**src/rtl/tile_addr_pkg.sv**
```systemverilog
package tile_addr_pkg;

    typedef enum logic [2:0] {
        LAY_LINE     = 3'd0,
        LAY_BLK_ONE  = 3'd1,
        LAY_BLK_TWO  = 3'd2,
        LAY_GRP      = 3'd3,
        LAY_GRP_SWZ  = 3'd4
    } layout_e;

    localparam int SWZ_BIT   = 4;
    localparam int UTILE_LG  = 6;
    localparam int BLOCK_LG  = 8;

    // log2 widths of microtile (w, h) and pixel size (c)
    typedef struct packed {
        logic       ok;
        logic [2:0] lw;
        logic [2:0] lh;
        logic [2:0] lc;
    } geom_t;

    function automatic geom_t geom_of(input logic [2:0] code);
        geom_t g;
        g.ok = 1'b1;
        g.lc = code;
        unique case (code)
            3'd0: begin g.lw = 3'd3; g.lh = 3'd3; end
            3'd1: begin g.lw = 3'd3; g.lh = 3'd2; end
            3'd2: begin g.lw = 3'd2; g.lh = 3'd2; end
            3'd3: begin g.lw = 3'd2; g.lh = 3'd1; end
            3'd4: begin g.lw = 3'd1; g.lh = 3'd1; end
            default: begin g.ok = 1'b0; g.lw = 3'd0; g.lh = 3'd0; g.lc = 3'd0; end
        endcase
        return g;
    endfunction

endpackage

```
**src/rtl/tile_geom_dec.sv**
```systemverilog
module tile_geom_dec
    import tile_addr_pkg::*;
(
    input  logic [2:0] bpp_code,
    output geom_t      geom
);
    always_comb geom = geom_of(bpp_code);
endmodule

```
**src/rtl/tile_split.sv**
```systemverilog
module tile_split
    import tile_addr_pkg::*;
#(
    parameter int X_W = 12,
    parameter int Y_W = 12
) (
    input  logic [X_W-1:0] px_x,
    input  logic [Y_W-1:0] px_y,
    input  geom_t          geom,
    output logic [X_W-1:0] ut_col,
    output logic [Y_W-1:0] ut_row,
    output logic [X_W-1:0] blk_col,
    output logic [Y_W-1:0] blk_row,
    output logic [5:0]     in_tile
);
    localparam int CW = (X_W > Y_W) ? X_W : Y_W;

    logic [X_W-1:0] x_mask;
    logic [Y_W-1:0] y_mask;
    logic [CW-1:0]  x_part;
    logic [CW-1:0]  y_part;
    logic [2:0]     row_sh;

    always_comb begin
        x_mask  = X_W'((1 << geom.lw) - 1);
        y_mask  = Y_W'((1 << geom.lh) - 1);
        ut_col  = px_x >> geom.lw;
        ut_row  = px_y >> geom.lh;
        blk_col = px_x >> (geom.lw + 3'd1);
        blk_row = px_y >> (geom.lh + 3'd1);
        row_sh  = geom.lw + geom.lc;
        x_part  = CW'(px_x & x_mask) << geom.lc;
        y_part  = CW'(px_y & y_mask) << row_sh;
        in_tile = 6'(x_part + y_part);
    end
endmodule

```
**src/rtl/tile_layout_sel.sv**
```systemverilog
module tile_layout_sel
    import tile_addr_pkg::*;
#(
    parameter int X_W   = 12,
    parameter int Y_W   = 12,
    parameter int H_W   = 12,
    parameter int OFF_W = 32
) (
    input  geom_t          geom,
    input  logic [2:0]     layout_sel,
    input  logic [H_W-1:0] img_h,
    input  logic [X_W-1:0] ut_col,
    input  logic [Y_W-1:0] ut_row,
    input  logic [X_W-1:0] blk_col,
    input  logic [Y_W-1:0] blk_row,
    input  logic [5:0]     in_tile,
    output logic [OFF_W-1:0] offset,
    output logic           err
);
    logic [OFF_W-1:0] quad;
    logic [OFF_W-1:0] in_blk;
    logic [OFF_W-1:0] bx;
    logic [OFF_W-1:0] by;
    logic [OFF_W-1:0] by_grp;
    logic [OFF_W-1:0] blk_h;
    logic [OFF_W-1:0] grp_h;
    logic [OFF_W-1:0] grp_id;
    logic [OFF_W-1:0] raw;
    logic             bad;
    logic [2:0]       lbh;

    always_comb begin
        lbh    = geom.lh + 3'd1;
        quad   = (ut_col[0] ? OFF_W'(64) : '0) + (ut_row[0] ? OFF_W'(128) : '0);
        in_blk = quad + OFF_W'(in_tile);
        bx     = OFF_W'(blk_col);
        by     = OFF_W'(blk_row);
        blk_h  = OFF_W'(1) << lbh;
        grp_h  = (OFF_W'(img_h) + blk_h - OFF_W'(1)) >> lbh;
        by_grp = by;
        if (layout_sel == LAY_GRP_SWZ && blk_col[2])
            by_grp = by ^ (OFF_W'(1) << SWZ_BIT);
        grp_id = (bx >> 2) * ((grp_h - OFF_W'(1)) << 2) + bx + (by_grp << 2);
        bad    = 1'b0;
        raw    = '0;
        case (layout_sel)
            LAY_LINE: begin
                raw = ((OFF_W'(ut_col) + OFF_W'(ut_row)) << UTILE_LG) + OFF_W'(in_tile);
                bad = (ut_col != '0) && (ut_row != '0);
            end
            LAY_BLK_ONE: raw = (by + bx) << BLOCK_LG | in_blk;
            LAY_BLK_TWO: raw = (((by << 1) + bx) << BLOCK_LG) + in_blk;
            LAY_GRP, LAY_GRP_SWZ: raw = (grp_id << BLOCK_LG) + in_blk;
            default: bad = 1'b1;
        endcase
        err    = bad || !geom.ok;
        offset = err ? '0 : raw;
    end
endmodule

```
**src/rtl/tile_addr_gen.sv**
```systemverilog
module tile_addr_gen
    import tile_addr_pkg::*;
#(
    parameter int X_W   = 12,
    parameter int Y_W   = 12,
    parameter int H_W   = 12,
    parameter int OFF_W = 32
) (
    input  logic             clk,
    input  logic             rst,
    input  logic             in_valid,
    input  logic [X_W-1:0]   px_x,
    input  logic [Y_W-1:0]   px_y,
    input  logic [2:0]       bpp_code,
    input  logic [H_W-1:0]   img_h,
    input  logic [2:0]       layout_sel,
    output logic             out_valid,
    output logic [OFF_W-1:0] offset,
    output logic             err
);
    geom_t            geom;
    logic [X_W-1:0]   ut_col;
    logic [Y_W-1:0]   ut_row;
    logic [X_W-1:0]   blk_col;
    logic [Y_W-1:0]   blk_row;
    logic [5:0]       in_tile;
    logic [OFF_W-1:0] calc_off;
    logic             calc_err;

    tile_geom_dec u_geom (
        .bpp_code (bpp_code),
        .geom     (geom)
    );

    tile_split #(.X_W(X_W), .Y_W(Y_W)) u_split (
        .px_x    (px_x),
        .px_y    (px_y),
        .geom    (geom),
        .ut_col  (ut_col),
        .ut_row  (ut_row),
        .blk_col (blk_col),
        .blk_row (blk_row),
        .in_tile (in_tile)
    );

    tile_layout_sel #(.X_W(X_W), .Y_W(Y_W), .H_W(H_W), .OFF_W(OFF_W)) u_lay (
        .geom       (geom),
        .layout_sel (layout_sel),
        .img_h      (img_h),
        .ut_col     (ut_col),
        .ut_row     (ut_row),
        .blk_col    (blk_col),
        .blk_row    (blk_row),
        .in_tile    (in_tile),
        .offset     (calc_off),
        .err        (calc_err)
    );

    always_ff @(posedge clk) begin
        if (rst) begin
            out_valid <= 1'b0;
            offset    <= '0;
            err       <= 1'b0;
        end else begin
            out_valid <= in_valid;
            if (in_valid) begin
                offset <= calc_off;
                err    <= calc_err;
            end
        end
    end


    bad_bpp_chk: assert property (@(posedge clk) disable iff (rst)
        in_valid && bpp_code > 3'd4 |=> err && offset == '0);


    bad_layout_chk: assert property (@(posedge clk) disable iff (rst)
        in_valid && layout_sel > 3'd4 |=> err && offset == '0);


    wide_pixel_align_chk: assert property (@(posedge clk) disable iff (rst)
        in_valid && bpp_code == 3'd4 |=> offset[3:0] == 4'd0);


    valid_lat_chk: assert property (@(posedge clk) disable iff (rst)
        in_valid |=> out_valid);


    idle_hold_chk: assert property (@(posedge clk) disable iff (rst)
        !in_valid |=> !out_valid && $stable(offset) && $stable(err));


    reset_state_chk: assert property (@(posedge clk)
        rst |=> !out_valid && offset == '0 && !err);
endmodule

```
**config.mk**
```make
export PLATFORM = sky130hd
export DESIGN_NAME = tile_addr_gen
export DESIGN_NICKNAME = d
export VERILOG_FILES = /design/src/rtl/tile_addr_pkg.sv /design/src/rtl/tile_geom_dec.sv /design/src/rtl/tile_split.sv /design/src/rtl/tile_layout_sel.sv /design/src/rtl/tile_addr_gen.sv
export SDC_FILE = /design/constraint.sdc
export NUM_CORES = 1
export LEC_CHECK = 0
export ABC_AREA = 1
export BUFFER_PORTS_ARGS = -buffer_cell sky130_fd_sc_hd__buf_2
export CORE_MARGIN = 5
export CORE_UTILIZATION = 55
export CTS_BUF_LIST = sky130_fd_sc_hd__clkbuf_16
export CTS_CLUSTER_SIZE = 16
export DETAILED_ROUTE_END_ITERATION = 16
export PLACE_DENSITY_LB_ADDON = 0.25
export RECOVER_POWER = 50
export SYNTH_ARGS = -nofsm -noshare
export SYNTH_HDL_FRONTEND = slang
export SYNTH_SLANG_ARGS = --single-unit
```
**constraint.sdc**
```tcl
create_clock -name clk -period 39 [get_ports clk]
set_input_delay 7.8 -clock clk [delete_from_list [all_inputs] [get_ports clk]]
set_output_delay 7.8 -clock clk [all_outputs]
set_load 0.05 [all_outputs]
```
**Yosys cells after proc, flatten, opt, wreduce, memory -nomap -nowiden**

Cells that the tools add are included.

- Register bits after elaboration: 34
- Output and inout port bits: 34
- Logic and storage cells: 65
- Input bits: 45

- Multiplexer cells: 9
- Multipliers: 1
- Shifts and indexed selects: 10
- Reductions and logical operators: 11
- Add/sub/neg operators: 19
- Equal/unequal tests: 8
- Bitwise operators: 4

Operator list:

| cell | number |
|---|---|
| $pmux W32 S4 | 1 |
| $add A32 B32 Y32 | 3 |
| $add A32 B6 Y32 | 2 |
| $shr A12 B3 Y12 | 3 |
| $add A12 B32 Y32 | 1 |
| $mux W32 | 1 |
| $or A32 B32 Y32 | 1 |
| $shl A1 B3 Y32 const A | 1 |
| $shr A32 B3 Y30 | 1 |
| $sub A32 B1 Y32 const B | 1 |
| $mul A10 B30 Y22 | 1 |
| $sub A30 B1 Y30 const B | 1 |
| $add A12 B12 Y13 | 2 |
| $pmux W5 S5 | 1 |
| $add A24 B12 Y24 | 1 |
| $add A24 B14 Y24 | 1 |
| $and A12 B12 Y12 | 2 |
| $reduce_bool A12 Y1 | 2 |
| $shl A12 B3 Y6 | 2 |
| $sub A12 B2 Y12 const B | 2 |
| $add A13 B12 Y14 | 1 |
| $eq A3 B2 Y1 const B | 4 |
| $shl A1 B2 Y12 const A | 1 |
| $shl A1 B3 Y12 const A | 1 |
| 21 further kinds | 25 |

**Logic depth before layout (Yosys ltp)**

- Depth in word-level cells: 14
- Gate-level depth with buffers: 71
- Gate-level depth less buffers: 64

**Cells and area by module**

Synthesis repeated with hierarchy kept, for this count alone.

- Cell total of the unflattened synthesis: 2225
- Area, all modules: 13685.6 µm²

Modules (own cells, without submodules):

| module | area an instance (µm²) | times used | sequential area each (µm²) | cells each |
|---|---|---|---|---|
| tile_layout_sel | 9943.3 | 1 | 0.0 | 1532 |
| tile_split | 2303.5 | 1 | 0.0 | 466 |
| tile_addr_gen | 1371.3 | 1 | 680.7 | 212 |
| tile_geom_dec | 67.6 | 1 | 0.0 | 15 |

**Least setup slack after synthesis**

Ideal clock, no wire load.

- Path type: input to register
- Start: input bpp_code[2]
- End: register offset[30]
- Setup time: 0.071 ns
- Path slack: 20.433 ns
- Path buffers: 8
- Required time: 38.929 ns
- Stages on the path: 67
- Data arrival time: 18.496 ns
- Cells stage by stage: buf_2 -> nor2_4 -> a21oi_4 -> inv_2 -> buf_6 -> buf_6 -> buf_2 -> buf_1 -> ha_1 -> inv_1 -> clkbuf_1 -> clkbuf_1 -> clkbuf_1 -> ha_1 -> inv_1 -> ha_1 -> nand2_1 -> nor2_1 -> (+31 left out) -> a21oi_1 -> o21ai_0 -> xor2_1 -> ha_1 -> ha_1 -> nand2_1 -> o21ai_0 -> a21oi_1 -> or2_2 -> a21boi_0 -> nand2_1 -> nor2_1 -> nand2_1 -> nor2_1 -> inv_1 -> o21ai_0 -> nand3_1 -> a21oi_1

- Word-level cells in the longest chain between the ends: 14
- Elaborated cells between the ends (all ways): 54
- Classes of those cells: 18 x add/sub; 1 x mul; 4 x eq/ne; 10 x shift; 9 x mux; 4 x bitwise; 8 x reduce/logical

RTL lines:

| item | RTL line | source |
|---|---|---|
| start, declared | tile_addr_gen.sv:14 | `input logic [2:0] bpp_code,` |
| $eq A3 B3 Y1, or another cell as far along | tile_addr_pkg.sv:27 | `unique case (code)` |
| $pmux W5 S5 | tile_addr_pkg.sv:27 |  |
| $add A3 B1 Y3 | tile_split.sv:30, tile_layout_sel.sv:33 |  |
| $shl A1 B3 Y32 | tile_layout_sel.sv:38 | `blk_h = OFF_W'(1) << lbh;` |
| $add A12 B32 Y32 | tile_layout_sel.sv:39 | `grp_h = (OFF_W'(img_h) + blk_h - OFF_W'(1)) >> lbh;` |
| $sub A32 B1 Y32 | tile_layout_sel.sv:39 |  |
| $shr A32 B3 Y30 | tile_layout_sel.sv:39 |  |
| $sub A30 B1 Y30 | tile_layout_sel.sv:43 | `grp_id = (bx >> 2) * ((grp_h - OFF_W'(1)) << 2) + bx + (by_grp << 2);` |
| $mul A10 B30 Y22 | tile_layout_sel.sv:43 |  |
| $add A24 B12 Y24 | tile_layout_sel.sv:43 |  |
| $add A24 B14 Y24 | tile_layout_sel.sv:43 |  |
| $add A32 B32 Y32 | tile_layout_sel.sv:53 | `LAY_GRP, LAY_GRP_SWZ: raw = (grp_id << BLOCK_LG) + in_blk;` |
| $pmux W32 S4 | tile_layout_sel.sv:46 | `case (layout_sel)` |
| $mux W32 * | tile_layout_sel.sv:57 | `offset = err ? '0 : raw;` |
| end signal, assigned | tile_addr_gen.sv:67 | `offset <= calc_off;` |
| end, declared | tile_addr_gen.sv:18 | `output logic [OFF_W-1:0] offset,` |

Mark *: on every way between the ends. The rest lies on a longest branch, timed or not.
A chain may end at the register's enable or synchronous reset.

**Final worst setup path**

Ends and elaborated chain as after synthesis.

==> results.toml <==
[outcome]
status = "complete, but fails checks"
violations = "capacitance limit, slew limit"

[drt]
routedWlPerCell_um = 15.5
ant_nets = 0
wl_mm = 33.7
vias = 11900
drcViolationCount = 0
firstDrtPassIters = 5
via_per_inst = 5.48
drt_iter0_markers = 747

[synth]
yosysSeqAreaShare = 0.0575
synth_fp_nets = 2143
synth_largest_area_cell = "fa_1"
yosysTopAreaCellShare = 0.205
netlist_area_mm2 = 0.0118
synthCells = 1848
synth.avg_cell_area_um2 = 6.40
synth_edf_count = 0
synthFlopType = "dfxtp_1"
async_flop_share = 0
ys_seq_elements = 34
synthTopCellsByArea = "fa_1, nand2_1, ha_1"
yosysWarningCount = 0
yosysUniqueCellTypes = 54
yosys-top-cells-count = "nand2_1, inv_1, nor2_1, nand3_1, ha_1"
synthMostInstantiatedCell = "nand2_1"

[floorplan]
core-area_mm2 = 0.0211
die_w_um = 157
die_h_um = 157
ios = 79
die_area_mm2 = 0.0245
row_count = 53
initial_utilization = 0.561

[setup_path]
r2r_cells = 2
worstPathRequired_ns = 39.21
cp.arrival_ns = 19.84
cpMostUsedCell = "inv_1"
start_kind = "input pin"
critPathKind = "input pin to flop"
worstPathMaxFanout = 42
r2r-end = "offset[28]$_SDFFE_PP0P_"
slowest_stage = "inv_1"
cpPeakStageDelay_ns = 0.70
worstSetupEndpointType = "flop"
rr_startpoint = "offset[28]$_SDFFE_PP0P_"
regToRegSetupSlack_ns = 38.31

[global_routing]
antenna_found_initial = 0
use_met2 = 0.488
gr-total-overflow = 0
met1_usage = 0.366
grt_max_degree = 43
grtUsageTotal = 0.281
use_met3 = 0.0265
grt_pass1_wl_mm = 56.7
busiest_layer = "met2"
grt_pass1_vias = 12000

[clocking]
clk_latency_ns = 0.28
ctsHoldBuffers = 0
cts_buffers = 5
ctsResizeCount = 0
clock_path_buffers = 2
htree_levels = 2
cts_tree = "yes"
cts_num_sinks = 34
cts_setup_buffers = 0
clk_pin_slew_ns = 0.06
cts-root-buf = "clkbuf_16"

[final_layout]
antennaDiodeCount = 0
nNetsFinal = 2193
layout-drive-gt1-share = 0.0664
fin_cells = 2174
syn_to_final_growth_pct = 5.87

[sta]
fin_ws_ns = 19.38
slew_viol_final = 36
relSlewSlack = -0.0134
rsz0062_at_grt = "false"
max_freq_mhz = 51.0
worst_slew_pin_slew_ns = 1.52
fin_worst_skew_ns = 0
fin_crit_ns = 19.62
report.final.hold_viol_count = 0
timing.final.crit_share = 0.503
tns_ns = 0
setup_viol = 0

[hold_path]
hold_class = "flop to flop"
hp-start = "offset[2]$_SDFFE_PP0P_"
min_to = "offset[2]$_SDFFE_PP0P_"
holdPathStages = 2

[placement]
post-place-cells = 2166
place_congestion = 0.956
pre_cts_ws_ns = 19.16
port_buffers = 78
dp_hpwl_mm = 27.8

[flow_run]
cap_violations = 1
sequential cells by signal (all words and copies together) (netlist names):
signal,flops
offset,32
err,1
out_valid,1
cells by family after synthesis:
kind of cell,count (synthesis),synth area share
other,1,0.000317
adders and majority gates,250,0.341
buffers and inverters,390,0.128
DFF,34,0.0575
muxes,3,0.00254
AOI/OAI and AO/OA,278,0.131
xor gates and xnor gates,37,0.0274
and+or+nand+nor,855,0.312
placed cells by master (no fill, tap or decap), types with 5 or more instances in the layout:
cell type	synthesis	final
buf_4	0	8
o211ai_1	7	7
nor3_1	9	9
clkbuf_1	27	34
o21bai_1	6	6
clkbuf_16	0	5
inv_2	5	5
buf_2	7	45
xor2_1	17	17
o21ai_0	114	112
nor4_1	6	6
nor2_1	189	189
a31oi_1	5	5
nand3_2	7	7
ha_1	129	129
inv_1	337	338
xnor2_1	20	20
nand2_2	14	14
o21ai_2	3	6
clkinv_1	4	5
nand3_1	135	135
o31ai_1	7	7
a21oi_1	103	103
or2_2	14	14
dfxtp_1	34	34
fa_1	121	121
nand4_1	12	12
o21ai_1	8	7
nor2_4	8	8
nand2_1	443	443
metrics by stage:
stage,instance area (µm²),utilization,hold WS (ns)
finish,12500,0.594,0.463
global route,12500,0.594,0.476
CTS,12600,0.596,0.461
detailed placement,12400,0.589,0.452
global placement,12400,0.589,0.451
floorplan,11800,-,0.690
area by class of cell:
type	instances	area, µm²
Clock buffer	5	125
Clock inverter	3	12.5
Fill cell	2115	8570
Inverter	346	1300
Multi-Input combinational cell	1424	9650
Sequential cell	34	681
Tap cell	275	344
Timing Repair Buffer	87	413
routing by layer:
layer	routed length, µm	vias up
li1	-	5937
met1	14400	5501
met2	16100	399
met3	1930	87
met4	1290	0
met5	0	-
worst max-delay path: cells and delay by family:
kind | cells | cell delay (ns)
adders and majority gates | 12 | 4.68
AOI/OAI and AO/OA | 10 | 2.09
and+or+nand+nor | 22 | 2.41
xor gates and xnor gates | 2 | 0.39
buffers and inverters | 15 | 2.40
worst max-delay path by stage:
stage	start	endpoint	slack (ns)	cells after the start
floorplan	bpp_code[2]	offset[30]$_SDFFE_PP0P_	20.43	67
global placement	bpp_code[2]	offset[30]$_SDFFE_PP0P_	19.53	61
detailed placement	bpp_code[2]	offset[30]$_SDFFE_PP0P_	19.16	61
CTS	bpp_code[2]	offset[30]$_SDFFE_PP0P_	19.45	61
global route	bpp_code[2]	offset[30]$_SDFFE_PP0P_	18.03	59
finish	bpp_code[2]	offset[30]$_SDFFE_PP0P_	19.38	61
Power is not shown: default switching activity piles up to over one toggle a cycle in this logic, so the estimate is an artifact.
